## src/rtl/cfgld_pkg.sv

```systemverilog
package cfgld_pkg;

    typedef enum logic [3:0] {
        ST_IDLE,
        ST_PROG,
        ST_RELEASE,
        ST_FETCH,
        ST_CLKLO,
        ST_SETD,
        ST_CLKHI,
        ST_RESTORE,
        ST_AWAIT,
        ST_END
    } cfg_state_e;

    typedef enum logic [1:0] {
        CODE_OK           = 2'd0,
        CODE_NO_INIT_LOW  = 2'd1,
        CODE_NO_INIT_HIGH = 2'd2,
        CODE_NO_DONE      = 2'd3
    } cfg_code_e;

endpackage

```

## src/rtl/cfgld_poll_timer.sv

```systemverilog
module cfgld_poll_timer #(
    parameter int CYC_PER_MS = 50000,
    parameter int POLL_LIMIT = 5
) (
    input  logic clk,
    input  logic rst_n,
    input  logic restart,
    output logic expired
);
    localparam int CW = (CYC_PER_MS > 1) ? $clog2(CYC_PER_MS) : 1;
    localparam int TW = $clog2(POLL_LIMIT + 1);
    localparam logic [CW-1:0] CYC_TOP  = CW'(CYC_PER_MS - 1);
    localparam logic [TW-1:0] TICK_TOP = TW'(POLL_LIMIT);

    logic [CW-1:0] cyc_q;
    logic [TW-1:0] ticks_q;

    // cycle counter inside a poll period, period counter saturates at the limit
    always_ff @(posedge clk or negedge rst_n) begin
        if (!rst_n) begin
            cyc_q   <= '0;
            ticks_q <= '0;
        end else if (restart) begin
            cyc_q   <= '0;
            ticks_q <= '0;
        end else if (ticks_q != TICK_TOP) begin
            if (cyc_q == CYC_TOP) begin
                cyc_q   <= '0;
                ticks_q <= ticks_q + 1'b1;
            end else begin
                cyc_q <= cyc_q + 1'b1;
            end
        end
    end

    assign expired = (ticks_q == TICK_TOP);

endmodule

```

## src/rtl/cfgld_serializer.sv

```systemverilog
module cfgld_serializer #(
    parameter int WORD_W = 8
) (
    input  logic              clk,
    input  logic              rst_n,
    input  logic              enable,
    input  logic              take,
    input  logic              in_valid,
    input  logic [WORD_W-1:0] in_data,
    input  logic              in_last,
    output logic              in_ready,
    output logic              bit_valid,
    output logic              bit_val,
    output logic              bit_last
);
    generate
        if (WORD_W == 1) begin : g_pass
            logic seen_last_q;

            always_ff @(posedge clk or negedge rst_n) begin
                if (!rst_n) begin
                    seen_last_q <= 1'b0;
                end else if (!enable) begin
                    seen_last_q <= 1'b0;
                end else if (take && in_last) begin
                    seen_last_q <= 1'b1;
                end
            end

            assign bit_valid = enable && in_valid && !seen_last_q;
            assign bit_val   = in_data[0];
            assign bit_last  = in_last;
            assign in_ready  = take;
        end else begin : g_shift
            localparam int IW = $clog2(WORD_W);
            localparam logic [IW-1:0] LAST_IDX = IW'(WORD_W - 1);

            logic [WORD_W-1:0] sh_q;
            logic [IW-1:0]     idx_q;
            logic              full_q;
            logic              wlast_q;
            logic              seen_last_q;
            logic              load;

            assign in_ready = enable && !full_q && !seen_last_q;
            assign load     = in_valid && in_ready;

            always_ff @(posedge clk or negedge rst_n) begin
                if (!rst_n) begin
                    sh_q        <= '0;
                    idx_q       <= '0;
                    full_q      <= 1'b0;
                    wlast_q     <= 1'b0;
                    seen_last_q <= 1'b0;
                end else if (!enable) begin
                    idx_q       <= '0;
                    full_q      <= 1'b0;
                    wlast_q     <= 1'b0;
                    seen_last_q <= 1'b0;
                end else if (load) begin
                    sh_q        <= in_data;
                    idx_q       <= '0;
                    full_q      <= 1'b1;
                    wlast_q     <= in_last;
                    seen_last_q <= in_last;
                end else if (take) begin
                    if (idx_q == LAST_IDX) begin
                        full_q <= 1'b0;
                    end else begin
                        sh_q  <= {sh_q[WORD_W-2:0], 1'b0};
                        idx_q <= idx_q + 1'b1;
                    end
                end
            end

            assign bit_valid = full_q;
            assign bit_val   = sh_q[WORD_W-1];
            assign bit_last  = wlast_q && (idx_q == LAST_IDX);
        end
    endgenerate

endmodule

```

## src/rtl/cfgld_seq.sv

```systemverilog
module cfgld_seq
    import cfgld_pkg::*;
#(
    parameter int CYC_PER_MS = 50000,
    parameter int POLL_LIMIT = 5,
    parameter int WORD_W     = 8
) (
    input  logic              clk,
    input  logic              rst_n,
    input  logic              start_i,
    input  logic              cfg_init_i,
    input  logic              cfg_done_i,
    input  logic              word_valid_i,
    input  logic [WORD_W-1:0] word_data_i,
    input  logic              word_last_i,
    output logic              word_ready_o,
    output logic              prog_n_o,
    output logic              cclk_o,
    output logic              din_o,
    output logic              busy_o,
    output logic              fin_o,
    output logic [1:0]        code_o
);
    cfg_state_e st, nxt;
    cfg_code_e  code_q, end_code;
    logic       cur_bit_q, cur_last_q;
    logic       stream_en, want, take;
    logic       bit_valid, bit_val, bit_last;
    logic       expired, restart;

    assign stream_en = st inside {ST_FETCH, ST_CLKLO, ST_SETD, ST_CLKHI, ST_RESTORE};
    assign want      = (st == ST_FETCH) || ((st == ST_RESTORE) && !cur_last_q);
    assign take      = want && bit_valid;
    assign restart   = (nxt != st);

    cfgld_poll_timer #(
        .CYC_PER_MS (CYC_PER_MS),
        .POLL_LIMIT (POLL_LIMIT)
    ) u_timer (
        .clk     (clk),
        .rst_n   (rst_n),
        .restart (restart),
        .expired (expired)
    );

    cfgld_serializer #(
        .WORD_W (WORD_W)
    ) u_ser (
        .clk       (clk),
        .rst_n     (rst_n),
        .enable    (stream_en),
        .take      (take),
        .in_valid  (word_valid_i),
        .in_data   (word_data_i),
        .in_last   (word_last_i),
        .in_ready  (word_ready_o),
        .bit_valid (bit_valid),
        .bit_val   (bit_val),
        .bit_last  (bit_last)
    );

    // next-state decode
    always_comb begin
        nxt = st;
        unique case (st)
            ST_IDLE, ST_END: if (start_i) nxt = ST_PROG;
            ST_PROG: begin
                if (!cfg_init_i)  nxt = ST_RELEASE;
                else if (expired) nxt = ST_END;
            end
            ST_RELEASE: begin
                if (cfg_init_i)   nxt = ST_FETCH;
                else if (expired) nxt = ST_END;
            end
            ST_FETCH:   if (bit_valid) nxt = ST_CLKLO;
            ST_CLKLO:   nxt = ST_SETD;
            ST_SETD:    nxt = ST_CLKHI;
            ST_CLKHI:   nxt = ST_RESTORE;
            ST_RESTORE: begin
                if (cur_last_q)     nxt = ST_AWAIT;
                else if (bit_valid) nxt = ST_CLKLO;
                else                nxt = ST_FETCH;
            end
            ST_AWAIT: begin
                if (cfg_done_i || expired) nxt = ST_END;
            end
            default: nxt = ST_IDLE;
        endcase
    end

    always_comb begin
        unique case (st)
            ST_PROG:    end_code = CODE_NO_INIT_LOW;
            ST_RELEASE: end_code = CODE_NO_INIT_HIGH;
            default:    end_code = cfg_done_i ? CODE_OK : CODE_NO_DONE;
        endcase
    end

    // state register
    always_ff @(posedge clk or negedge rst_n) begin
        if (!rst_n) st <= ST_IDLE;
        else        st <= nxt;
    end

    // bit in flight and finishing code
    always_ff @(posedge clk or negedge rst_n) begin
        if (!rst_n) begin
            cur_bit_q  <= 1'b1;
            cur_last_q <= 1'b0;
            code_q     <= CODE_OK;
        end else begin
            if (nxt == ST_PROG && st != ST_PROG) begin
                cur_last_q <= 1'b0;
                code_q     <= CODE_OK;
            end else if (take) begin
                cur_bit_q  <= bit_val;
                cur_last_q <= bit_last;
            end
            if (nxt == ST_END && st != ST_END) code_q <= end_code;
        end
    end

    // pin and status outputs
    always_comb begin
        prog_n_o = (st != ST_PROG);
        cclk_o   = !(st == ST_CLKLO || st == ST_SETD);
        din_o    = (st == ST_SETD || st == ST_CLKHI) ? cur_bit_q : 1'b1;
        busy_o   = !(st == ST_IDLE || st == ST_END);
        fin_o    = (st == ST_END);
        code_o   = code_q;
    end

endmodule

```

## config.mk

```make
export PLATFORM = sky130hd
export DESIGN_NAME = cfgld_seq
export DESIGN_NICKNAME = d
export VERILOG_FILES = /design/src/rtl/cfgld_pkg.sv /design/src/rtl/cfgld_poll_timer.sv /design/src/rtl/cfgld_serializer.sv /design/src/rtl/cfgld_seq.sv
export SDC_FILE = /design/constraint.sdc
export NUM_CORES = 1
export LEC_CHECK = 0
export ABC_AREA = 1
export CAP_MARGIN = 20
export CORE_MARGIN = 4
export CORE_UTILIZATION = 52
export DETAILED_ROUTE_END_ITERATION = 7
export PLACE_DENSITY = 0.74
export SLEW_MARGIN = 20
export SYNTH_ARGS = -nofsm -noshare
export SYNTH_HDL_FRONTEND = slang
export SYNTH_SLANG_ARGS = --single-unit
export TNS_END_PERCENT = 1
```

## constraint.sdc

```tcl
create_clock -name clk -period 1.7 [get_ports clk]
set_input_delay 0.255 -clock clk [delete_from_list [all_inputs] [get_ports clk]]
set_output_delay 0.255 -clock clk [all_outputs]
set_load 0.02 [all_outputs]
```

==> flow_summary_export.csv <==
group,metric,value,unit
finish,syn2layout_area_growth,41.0,%
setup_path,crit_fanout,8,
placed_design,dp_hpwl,4.29,mm
pwr,seq_power_share,25.1,%
grt,first_global_vias,2444,
setup_path,arrival,2.20,ns
yosys,synth-edff-count,0,
floorplanning,ioPinCount,23,
floorplanning,die_area,0.00603,mm^2
yosys,async_reset_ff_share,100,%
yosys,synth_ff_type,"dfrtp_1",
clock_network,cts_tree,"built",
outcome,violations,"setup timing",
setup_path,startpoint_type,"flip-flop",
finish,antenna_cells,0,
placed_design,io_buffers,22,
grt,grt_usage,22.0,%
yosys,yosys.cell_types.count,30,
sta,final_hold_viol_count,0,
placed_design,place_ws,-0.260,ns
pwr,p_switching,2.21,mW
floorplanning,die_x,77.6,um
sta,worst_pin_slew,0.498,ns
route,drtAntennaViolNets,0,
floorplanning,core,0.00472,mm^2
floorplanning,fp.dieH,77.6,um
yosys,syn_inst,342,
route,routed_wl,6.81,mm
clock_network,clock_path_buffers,2,
finish,drive_gt1_share,32.5,%
pwr,p_leak,1.82,nW
clock_network,cts_buffers,5,
grt,grt_pass1_wl,10.8,mm
yosys,ys_warn_count,0,
clock_network,path_clk_slew,0.08,ns
placed_design,gp_congestion,0.843,
setup_path,cp_slowest_cell,"dfrtp_2",
clock_network,numClockSinks,40,
setup_path,path_class,"flip-flop to flip-flop",
grt,antenna_found_initial,0,
floorplanning,initial_core_util,53.4,%
sta,period_minus_slack,1.98,ns
clock_network,htreeDepth,2,
clock_network,clk-insertion-delay-late,0.29,ns
setup_path,reg2reg_from,"st[2]",
sta,relSlewSlack,66.8,%
route,via_count,2594,
sta,grt_setup_unrepaired,"yes",
route,drtIter0Drc,260,
worst_hold_path,hp-class,"input pin to asynchronous set/reset pin",
route,drt_first_pass_iters,4,
pwr,p_comb_share,61.8,%
setup_path,cp_common_cell,"nor2_4",
yosys,ys_ff_latch,40,
setup_path,critPathRequiredTime,1.93,ns
yosys,synth_seq_area_share,39.7,%
clock_network,cts-root-buf,"clkbuf_8",
route,viasPerCell,5.30,
pwr,ir_drop,0.00101,V
setup_path,path_cells,"nor2_2 -> buf_6 -> inv_4 -> nor2_4 -> nand2_2 -> nand2_2 -> nor2_4 -> nand3_1 -> nand3_2 -> nor2_4 -> buf_12 -> clkbuf_16 -> nand3_1 -> o21ai_2",
sta,setup_ws,-0.278,ns
sta,clock_skew,0.00602,ns
setup_path,max_stage_delay,0.45,ns
yosys,netlist_area,0.00252,mm^2
pwr,powerDensity,1450,mW/mm^2
sta,timing.final.crit_share,116,%
yosys,synth_nets,362,
outcome,outcome,"finished, violations left",
yosys,syn_area_per_cell,7.38,um^2
job,maxCapViolations,0,
grt,grt_max_degree,28,
floorplanning,rows,25,
finish,final_cells,489,
setup_path,r2r-end,"u_timer.cyc_q[10]",
sta,max_freq,506,MHz
sta,setup_viol,32,
setup_path,reg2reg_slack,-0.28,ns
route,avgRoutedWirePerCell,13.9,um
pwr,p_sw_share,42.8,%
pwr,clockPowerShare,13.1,%
placed_design,placed_cells,471,
grt,grt_remaining_overflow,0,
finish,nets,441,
sta,slew_viol_final,0,
setup_path,worstSetupEndpointType,"flip-flop",
setup_path,r2r_cells,14,
route,drc,0,
pwr,p_int,2.96,mW
power by group through the flow:
stage	Clock, mW	Sequential, mW	Combinational (mW)
after global placement	0	1.28	2.29
final	0.677	1.29	3.19
after global routing	0.731	1.32	3.46
after CTS	0.676	1.28	2.34
after detailed placement	0	1.29	2.34
after floorplan	0	1.27	1.43
registers in the layout (all words and copies together) (netlist names):
signal / flops
code_o: 2
cur_bit_q: 1
cur_last_q: 1
st: 4
u_ser.bit_valid: 1
u_ser.g_shift.idx_q: 3
u_ser.g_shift.sh_q: 8
u_ser.g_shift.wlast_q: 1
u_timer.cyc_q: 16
u_timer.ticks_q: 3
per-layer routing:
layer	routed length, um	vias up	global-route usage (%)
met5	0	-	0
met4	142	0	6.94
met3	351	15	3.25
met2	3260	94	36.9
met1	3060	1207	29.2
li1	-	1278	-
stage by stage:
stage,hold slack (ns),power (mW),TNS (ns),cell area [um^2],util (%)
after floorplan,-0.0406,2.70,-1.54,2540,-
after global placement,0.243,3.58,-4.56,3190,67.5
after detailed placement,0.248,3.63,-6.13,3190,67.5
after CTS,0.468,4.30,-4.32,3300,69.9
after global routing,0.486,5.51,-9.64,3560,75.3
final,0.451,5.16,-5.78,3560,75.3
critical path, delay by kind of cell, from the launching register on:
family / cells / cell delay, ns
and+or+nand+nor: 9 / 0.90
buffers and inverters: 4 / 0.47
DFF: 1 / 0.45
AOI/OAI and AO/OA: 1 / 0.07
logic make-up (layout without fill, tap and decap cells):
family | Yosys count | in the layout | share of synthesized area [%]
xor gates and xnor gates | 10 | 10 | 3.47
DFF | 40 | 40 | 39.7
AOI/OAI and AO/OA | 43 | 43 | 11.4
adders and majority gates | 5 | 5 | 2.48
and+or+nand+nor | 186 | 186 | 33.6
buffers and inverters | 58 | 138 | 9.37
cells in the final DEF (no fill, tap or decap), types with 4 or more instances in the layout:
| cell | Yosys | final |
|---|---|---|
| buf_12 | 0 | 4 |
| buf_4 | 3 | 48 |
| clkbuf_8 | 0 | 6 |
| clkdlybuf4s50_1 | 0 | 15 |
| dfrtp_1 | 39 | 36 |
| ha_1 | 5 | 4 |
| inv_1 | 44 | 40 |
| inv_2 | 6 | 8 |
| nand2_1 | 84 | 70 |
| nand2_2 | 2 | 14 |
| nand3_1 | 42 | 35 |
| nand3_2 | 2 | 9 |
| nand4_1 | 11 | 11 |
| nor2_1 | 28 | 22 |
| nor2_2 | 5 | 8 |
| nor2_4 | 1 | 4 |
| o211ai_1 | 10 | 10 |
| o21ai_0 | 14 | 12 |
| o21ai_2 | 10 | 12 |
| xor2_1 | 9 | 9 |
cell usage after synthesis, drive strengths merged, types with 2 or more instances:
cell | number | area share (%)
xor2 | 9 | 3.1
nand3b | 3 | 0.89
inv | 50 | 7.4
nand2 | 86 | 13
o211ai | 10 | 3.0
buf | 4 | 1.3
nor2 | 34 | 5.9
o31ai | 2 | 0.60
nand3 | 44 | 9.1
o21ai | 27 | 6.8
or2 | 2 | 0.50
nor3 | 4 | 0.99
clkbuf | 4 | 0.60
ha | 5 | 2.5
dfrtp | 39 | 39
a21oi | 3 | 0.60
nor4 | 2 | 0.50
nand4 | 11 | 2.7
repair_timing:
action / in CTS / in global routing
setup buffers: 0 / 5
hold buffers: 1 / 0
setup endpoints to repair: 36 / 41
endpoints found under the hold margin: 17 / 0
gates cloned: 0 / 4
pin swaps: 1 / 21
gates resized for setup: 16 / 49
cell type report:
class / count / area, um^2
multi-input cells: 244 / 1440
flip-flops and latches: 40 / 1010
inverters: 50 / 193
fillers: 333 / 1170
well taps: 67 / 83.8
clock buffers: 8 / 90.1
repair buffers: 80 / 747
how the worst max path moves through the flow:
stage                             startpoint                end  slack [ns]  depth (start not counted)
final                                  st[2]  u_timer.cyc_q[10]       -0.28                         14
after global routing                   st[2]   u_timer.cyc_q[5]       -0.39                         14
after CTS                              st[2]              din_o       -0.19                          5
after detailed placement          cfg_init_i  u_timer.cyc_q[11]       -0.26                         13
after global placement            cfg_init_i  u_timer.cyc_q[11]       -0.20                         13
after floorplan           u_timer.ticks_q[0]   u_timer.cyc_q[4]       -0.08                         13
Note: power is estimated with default switching activity, not from simulation.
